[src/rtl/link_retry_ctl.sv]
module link_retry_ctl #(
  parameter int PW      = 72,
  parameter int SEQW    = 8,
  parameter int DEPTH   = 16,
  parameter int NCLS    = 6,
  parameter int CLSW    = 3,
  parameter int CREDITS = 4
) (
  input  logic            clk,
  input  logic            rst_n,
  input  logic            tx_valid,
  input  logic [CLSW-1:0] tx_class,
  input  logic [PW-1:0]   tx_payload,
  output logic            tx_ready,
  output logic            lo_valid,
  output logic [PW+7:0]   lo_flit,
  output logic [SEQW-1:0] lo_seq,
  output logic [CLSW-1:0] lo_class,
  input  logic            ci_valid,
  input  logic            ci_nak,
  input  logic [SEQW-1:0] ci_seq,
  input  logic            cr_in_valid,
  input  logic [CLSW-1:0] cr_in_class,
  input  logic            li_valid,
  input  logic [PW+7:0]   li_flit,
  input  logic [SEQW-1:0] li_seq,
  input  logic [CLSW-1:0] li_class,
  output logic            rx_valid,
  output logic [PW-1:0]   rx_payload,
  output logic [CLSW-1:0] rx_class,
  output logic            co_valid,
  output logic            co_nak,
  output logic [SEQW-1:0] co_seq,
  input  logic            rx_free,
  input  logic [CLSW-1:0] rx_free_class,
  output logic            cr_out_valid,
  output logic [CLSW-1:0] cr_out_class
);
  localparam int IW  = $clog2(DEPTH);
  localparam int CRW = $clog2(CREDITS + 1);
  localparam int NCODE = 1 << CLSW;
  localparam logic [SEQW:0]  DEPTH_W = (SEQW+1)'(DEPTH);
  localparam logic [CRW-1:0] CAP     = CRW'(CREDITS);

  function automatic logic [7:0] crc8(input logic [PW-1:0] d);
    logic [7:0] c;
    logic fb;
    c = '0;
    for (int i = PW - 1; i >= 0; i--) begin
      fb = c[7] ^ d[i];
      c  = {c[6:0], 1'b0};
      if (fb) c = c ^ 8'h07;
    end
    return c;
  endfunction

  logic [CLSW+PW-1:0] rbuf [DEPTH];
  logic [SEQW-1:0] nxt_seq, ack_ptr, rp, exp_seq, nxt_d;
  logic            replaying;
  logic [NCODE-1:0] cls_has;
  logic [SEQW-1:0] outstanding;
  logic            take_new, nak_in, ack_in, crc_ok, in_order;
  logic [PW-1:0]   sel_payload;
  logic [CLSW-1:0] sel_class;

  assign outstanding = nxt_seq - ack_ptr;
  assign tx_ready    = !replaying && ({1'b0, outstanding} < DEPTH_W) && cls_has[tx_class];
  assign take_new    = tx_valid && tx_ready;
  assign nak_in      = ci_valid && ci_nak;
  assign ack_in      = ci_valid && !ci_nak;
  assign nxt_d       = nxt_seq + SEQW'(take_new);
  assign {sel_class, sel_payload} = replaying ? rbuf[rp[IW-1:0]] : {tx_class, tx_payload};

  // Per-class credit counters
  for (genvar g = 0; g < NCODE; g++) begin : g_cls
    if (g < NCLS) begin : g_cnt
      logic [CRW-1:0] cnt;
      logic use_c, ret_c;
      assign use_c = take_new && (tx_class == CLSW'(g));
      assign ret_c = cr_in_valid && (cr_in_class == CLSW'(g));
      always_ff @(posedge clk) begin
        if (!rst_n)                               cnt <= CAP;
        else if (use_c && !ret_c)                 cnt <= cnt - 1'b1;
        else if (ret_c && !use_c && cnt != CAP)   cnt <= cnt + 1'b1;
      end
      assign cls_has[g] = (cnt != '0);
      AST_CREDIT_CAP: assert property (@(posedge clk) disable iff (!rst_n) cnt <= CAP);
    end else begin : g_pad
      assign cls_has[g] = 1'b0;
    end
  end

  // Send side control
  always_ff @(posedge clk) begin
    if (!rst_n) begin
      nxt_seq   <= '0;
      ack_ptr   <= '0;
      rp        <= '0;
      replaying <= 1'b0;
      lo_valid  <= 1'b0;
    end else begin
      lo_valid <= replaying || take_new;
      if (replaying) begin
        rp <= rp + 1'b1;
        if (rp + 1'b1 == nxt_seq) replaying <= 1'b0;
      end else if (take_new) begin
        nxt_seq <= nxt_seq + 1'b1;
      end
      if (nak_in) begin
        ack_ptr   <= ci_seq;
        rp        <= ci_seq;
        replaying <= (ci_seq != nxt_d);
      end else if (ack_in) begin
        ack_ptr <= ci_seq + 1'b1;
      end
    end
  end

  always_ff @(posedge clk) begin
    if (take_new && !replaying) rbuf[nxt_seq[IW-1:0]] <= {tx_class, tx_payload};
    if (replaying || take_new) begin
      lo_flit  <= {sel_payload, crc8(sel_payload)};
      lo_seq   <= replaying ? rp : nxt_seq;
      lo_class <= sel_class;
    end
  end

  // Receive side
  assign crc_ok   = (li_flit[7:0] == crc8(li_flit[PW+7:8]));
  assign in_order = (li_seq == exp_seq);

  always_ff @(posedge clk) begin
    if (!rst_n) begin
      rx_valid     <= 1'b0;
      rx_payload   <= '0;
      rx_class     <= '0;
      co_valid     <= 1'b0;
      co_nak       <= 1'b0;
      co_seq       <= '0;
      exp_seq      <= '0;
      cr_out_valid <= 1'b0;
      cr_out_class <= '0;
    end else begin
      rx_valid     <= li_valid && crc_ok && in_order;
      rx_payload   <= li_flit[PW+7:8];
      rx_class     <= li_class;
      co_valid     <= li_valid && (!crc_ok || in_order);
      co_nak       <= !crc_ok;
      co_seq       <= exp_seq;
      if (li_valid && crc_ok && in_order) exp_seq <= exp_seq + 1'b1;
      cr_out_valid <= rx_free;
      cr_out_class <= rx_free_class;
    end
  end

  AST_WINDOW_LIMIT: assert property (@(posedge clk) disable iff (!rst_n) {1'b0, outstanding} <= DEPTH_W);
  AST_REPLAY_EMITS: assert property (@(posedge clk) disable iff (!rst_n) replaying |=> lo_valid);
  AST_NAK_NO_DELIVER: assert property (@(posedge clk) disable iff (!rst_n) (co_valid && co_nak) |-> !rx_valid);
  AST_DELIVER_ACKED: assert property (@(posedge clk) disable iff (!rst_n) rx_valid |-> (co_valid && !co_nak));
  AST_BAD_CLASS: assert property (@(posedge clk) disable iff (!rst_n) (tx_class >= CLSW'(NCLS)) |-> !tx_ready);
endmodule

[config.mk]
export PLATFORM = sky130hd
export DESIGN_NAME = link_retry_ctl
export DESIGN_NICKNAME = d
export VERILOG_FILES = /design/src/rtl/link_retry_ctl.sv
export SDC_FILE = /design/constraint.sdc
export NUM_CORES = 1
export LEC_CHECK = 0
export ABC_CLOCK_PERIOD_IN_PS = 19700
export BUFFER_PORTS_ARGS = -buffer_cell sky130_fd_sc_hd__buf_2
export CAP_MARGIN = 20
export CORE_ASPECT_RATIO = 0.7
export CORE_MARGIN = 2
export CORE_UTILIZATION = 30
export DETAILED_ROUTE_END_ITERATION = 8
export SETUP_SLACK_MARGIN = 0.02
export SLEW_MARGIN = 20
export SYNTH_ARGS = -nofsm -noshare
export SYNTH_HDL_FRONTEND = slang
export SYNTH_SLANG_ARGS = --single-unit
[constraint.sdc]
create_clock -name clk -period 19.7 [get_ports clk]
set_clock_uncertainty 0.05 [all_clocks]
set_input_delay 0.985 -clock clk [delete_from_list [all_inputs] [get_ports clk]]
set_output_delay 0.985 -clock clk [all_outputs]
set_load 0.005 [all_outputs]
Word-level counts from Yosys, hierarchy flattened. Memory sizes are Yosys's and may differ from the RTL's. A register that Yosys moved wholly into a read port is not among the register bits. Index checks and enable logic that the tools add are counted.

Memories: 1. Bits in registers: 233. Memory bits (writable): 1200. Logic and storage cells: 665. Bits of input ports: 188.

Memories: rbuf (depth 16, bits a word 75, rd ports 1, clocked after memory_dff 1, wr ports 1, RTL line 57) `logic [CLSW+PW-1:0] rbuf [DEPTH];`.

Bitwise operators: 285. Muxes and demuxes: 242. Eq/ne operators: 20. Reduce and logical (&&, ||, !) cells: 73. Add/sub/neg operators: 18. $lt $le $gt $ge: 2.

Operators by type and width (number): two-way mux 8 bit (76); two-way mux 3 bit (156); NOT 3 bit (142); XOR 1 bit (137); two-way mux 75 bit (1); logical AND 1 bit (39); adder 8 x 1 -> 8 bit (second input constant) (4); == test 8 bit (3); adder 3 x 1 -> 3 bit (second input constant) (6); inequality test 3 bit (second input constant) (6); nonzero test 3 bit (6); subtractor 3 x 1 -> 3 bit (second input constant) (6); nonzero test 2 bit (8); logical NOT 1 bit (15); == test 3 x 2 -> 1 bit (second input constant) (4); == test 3 bit (second input constant) (4); adder 8 x 1 -> 8 bit (1); less-than comparator 8 x 5 -> 1 bit (second input constant) (1); two-way mux 4 bit (2); inequality test 8 bit (1); subtractor 8 bit (1); == test 3 x 1 -> 1 bit (second input constant) (2); logical NOT 3 bit (2); two-way mux 1 bit (6); 6 further kinds (11).

Longest topological paths before layout.
Depth in word-level cells: 219. Gate-level depth with buffers: 21. Gate-level depth less buffers: 19.

Worst setup path after synthesis. No wires, ideal clock.

Kind: input port to flip-flop. Start: input tx_class[0]. End: register lo_class[0], enable pin. Arrival time: 8607 ps. Data required time: 18982 ps. Stages on the path: 8. Slack: 10375 ps. Cells stage by stage: clkbuf_1 -> nor2_1 -> a221oi_1 -> a21oi_1 -> o21ai_0 -> nand4_1 -> or2_2 -> o21ai_0.

Longest elaborated chain between the ends: 5.

RTL lines: start: declaration (RTL line 12) `input logic [CLSW-1:0] tx_class,`; binary-select mux 1 bit (select 3 bit) (RTL line 67) `assign tx_ready = !replaying && ({1'b0, outstanding} < DEPTH_W) && cls_has[tx_class];`; two-way mux 1 bit (not written as such) (RTL line 67); logical AND 1 bit (RTL line 67); logical AND 1 bit (RTL line 68) `assign take_new = tx_valid && tx_ready;`; logical OR 1 bit (RTL line 121) `if (replaying || take_new) begin`; end signal: assignment (RTL line 124) `lo_class <= sel_class;`; end: declaration (RTL line 18) `output logic [CLSW-1:0] lo_class,`.

Every way passes these cells. The select of a mux whose other input is x is not followed. A chain may end at the register's enable or synchronous reset.

==> summary.txt <==
Worst setup path
  • Buf/Inv on CP: 2
  • Reg-to-reg endpoint: lo_flit[4]$_DFFE_PP_
  • CP Data Arrival Time: 8.37 ns
  • Setup Crit Path Kind: flop to flop
  • Worst Reg-to-Reg Cells: 16
  • Worst path cell trace: buf_4 > buf_4 > mux2i_1 > mux4_2 > nand3_1 > o221ai_1 > xor2_1 > xnor3_1 > xor2_2 > xor3_1 > xnor3_1 > xnor2_2 > xnor3_1 > xnor2_1 > xnor3_1 > xnor2_1
  • CP Max Fanout: 64
  • Critical path launch point type: flop
  • Worst Path Required: 20.17 ns
  • CP max-delay cell: dfxtp_4
  • Setup crit end kind: flop
  • Worst reg2reg setup slack: 11.81 ns
  • CP peak stage delay: 0.97 ns
  • CP dominant cell by count: xnor3_1
  • Delay-heaviest family, CP: XOR/XNOR gates

Synth
  • Sequential share of the synthesized area: between 60% and 70%
  • Post-Syn Area: approximately 61,000 um2
  • Syn_nets: approximately 3,300
  • Cell variety after synth: 73
  • Syn_area_per_cell: about 20 um2
  • Post-Synthesis Cells: approximately 3,100
  • Seq cells post-synth: approximately 1,400
  • Dominant synthesized flop cell: edfxtp_1
  • Post-synth EDFFs: around 1,300
  • Synth Warn #: 0
  • Synth async-reset ratio: 0%

STA
  • F_max: between 100 and 150 MHz
  • Period utilization: between 40% and 50%
  • RSZ-0062 raised after global routing: no
  • Tightest Pin Transition: 1.08 ns
  • Final setup TNS: 0 ns
  • Final Max Slew Viols: 0
  • Final min period: 7.89 ns
  • Final Hold Viols: 0
  • Final setup violating endpoints: 0
  • Rel. slew slack: around 28%

GRT
  • Vias in the first global route: 31,300
  • Grt total ovfl: 0
  • Largest net degree at the start of global routing: 94
  • GRT Overall Usage: between 15 and 20%
  • First-pass GRT wire length: about 230,000 um
  • Initial antenna violation count: 38

Clock network
  • Max H-tree Level: 4
  • Clk_lat worst skew: 0.78 ns
  • Clk sink count: ~1,400
  • Hold buffers post-CTS: 0
  • Post-CTS sizing: 0
  • CTS tree: done
  • Post-CTS Setup Inserts: 0
  • Clock buffer depth: 3
  • Cts bufs inserted: ~140
  • Reg clk slew, reported paths: about 0.060 ns
  • Clk Tree Root Cell: clkbuf_16

Die
  • Die Y: roughly 380 um
  • Die W: 541 um
  • Initial Util: about 30%
  • Row count: 138
  • Core area: 202,000 um2
  • Num ports: ~370
  • DIE AREA: around 200,000 um2

Worst hold path
  • Hold WC Path Type: input pin to flop
  • Hold Path Origin: rx_free_class[2]
  • Hold path cells: 2
  • WHS Endpoint: cr_out_class[2]$_SDFF_PN0_

Layout
  • Area grow syn2layout: 16.1%
  • Final-stage net count: approximately 3,800
  • Filler instances: between 15,000 and 20,000
  • Layout cells sized above 1: a little under 30%
  • FF/Latch Area: 41,700 um2
  • Multi-input logic area: ~18,000 um2

Place
  • RD Place Congestion: roughly 0.8
  • Post-DP HPWL: 96,500 um
  • Port Buffers: 370

Job
  • Max-cap viol count: 0

Routing
  • Detail Route Antenna Nets: 0
  • Drt drc: 0
  • DR iter-0 viols: ~3,300
  • Final wirelength: between 150,000 and 200,000 um
  • Vias/cell: about 4.9
  • Drt pass-1 iters: 5
  • Vias post-DR: around 31,000
  • Average wire per standard cell: approximately 26 um

Status
  • Outcome: finished, final reports clean
-- worst register-to-register path: cells and delay by family, from the launching register on --
| family | cells | cell delay, ns |
|---|---|---|
| XOR/XNOR | 10 | 3.70 |
| buffers and inverters | 2 | 1.84 |
| flip-flops | 1 | 0.97 |
| multiplexers | 2 | 0.74 |
| AO/OA/AOI/OAI | 1 | 0.22 |
| AND/OR/NAND/NOR | 1 | 0.11 |
-- routing by layer --
layer / vias up / global-route usage [%] / share of wire, %
met1: 16700 / 22.5 / 43
met2: 1098 / 24.4 / 47
met5: - / 0 / 0.052
met3: 214 / 2.94 / 7.9
li1: 13200 / - / -
met4: 14 / 3.58 / 1.9
-- kinds of logic (layout without fill, tap and decap cells) --
| logic type | after synthesis | count (layout) | share of synthesized area, % |
|---|---|---|---|
| adder cells (fa/ha/maj) | 21 | 21 | 0.508 |
| flip-flops | 1437 | 1437 | 68.8 |
| other | 0 | 9 | 0 |
| AND/OR/NAND/NOR | 372 | 372 | 3.15 |
| XOR/XNOR | 416 | 416 | 9.56 |
| multiplexers | 451 | 451 | 14.1 |
| buffers and inverters | 194 | 744 | 1.46 |
| AO/OA/AOI/OAI | 221 | 221 | 2.47 |
-- flip-flops by register name, summed over array words and instances, names as in the netlist, 3 cells and up, named ones only --
| signal | cells |
|---|---|
| rx_class | 3 |
| ack_ptr | 8 |
| rbuf | 1200 |
| rx_payload | 72 |
| cr_out_class | 3 |
| nxt_seq | 8 |
| co_seq | 8 |
| lo_seq | 8 |
| g_cls.g_cnt.cnt | 18 |
| lo_class | 3 |
| exp_seq | 8 |
| lo_flit | 80 |
| rp | 8 |
-- through the flow --
step	setup slack (ns)	utilization (%)	cells	hold WS, ns	instance area, um2
floorplan	10.37	-	3112	0.412	60600
global placement	12.03	32.6	6068	0.441	65800
detailed placement	11.88	32.6	6068	0.448	65800
CTS	11.84	34.9	6322	0.312	70300
global route	11.42	34.9	6324	0.326	70300
finish	11.81	34.9	6331	0.369	70400
-- how the worst max path moves through the flow --
| stage | to | slack [ns] | depth (start not counted) |
|---|---|---|---|
| CTS | lo_flit[4]$_DFFE_PP_ | 11.84 | 16 |
| global placement | lo_flit[4]$_DFFE_PP_ | 12.03 | 16 |
| detailed placement | lo_flit[5]$_DFFE_PP_ | 11.88 | 16 |
| finish | lo_flit[4]$_DFFE_PP_ | 11.81 | 16 |
| floorplan | lo_class[0]$_DFFE_PP_ | 10.37 | 8 |
| global route | lo_flit[4]$_DFFE_PP_ | 11.42 | 16 |
-- synthesized netlist by cell type, drive strengths merged (13+ instances only) --
cell | n | area (um2)
edfxtp | 1291 | 38800
mux4 | 317 | 7140
xnor2 | 191 | 1760
dfxtp | 146 | 2920
xnor3 | 100 | 2290
nor2 | 95 | 357
and2 | 93 | 586
mux2i | 91 | 911
xor2 | 87 | 826
buf | 74 | 427
clkbuf | 67 | 254
nand2 | 65 | 244
a21oi | 56 | 280
inv | 52 | 195
a22oi | 49 | 368
mux2 | 43 | 484
xor3 | 38 | 920
a211oi | 26 | 195
o21ai | 24 | 120
nor3 | 22 | 110
nand2b | 17 | 106
nand3 | 17 | 85.1
ha | 15 | 188
a21o | 13 | 97.6
-- cells in the final DEF (no fill, tap or decap), types with 23 or more instances in the layout --
| master | instances |
|---|---|
| xor2_1 | 80 |
| mux2i_1 | 91 |
| dfxtp_1 | 142 |
| buf_2 | 370 |
| mux4_2 | 317 |
| edfxtp_1 | 1291 |
| a211oi_1 | 26 |
| a21oi_1 | 56 |
| clkinv_1 | 26 |
| a22oi_1 | 49 |
| nor2_1 | 83 |
| o21ai_0 | 23 |
| xnor3_1 | 73 |
| mux2_2 | 43 |
| clkbuf_16 | 144 |
| clkbuf_1 | 30 |
| buf_4 | 65 |
| xnor2_1 | 181 |
| xnor3_2 | 26 |
| and2_1 | 91 |
| xor3_1 | 27 |
| nand2_1 | 65 |
| clkinv_2 | 24 |
| inv_1 | 51 |
-- area by class of cell --
type	count	share of cell area, %
clock buffer	177	5.34
sequential	1437	59.3
antenna	9	0.0320
multi-input combinational	1481	25.8
timing repair buffer	438	3.40
tap	2660	4.73
clock inverter	77	1.13
inverter	52	0.281
Power is not shown: default switching activity piles up to over one toggle a cycle in this logic, so the estimate is an artifact.
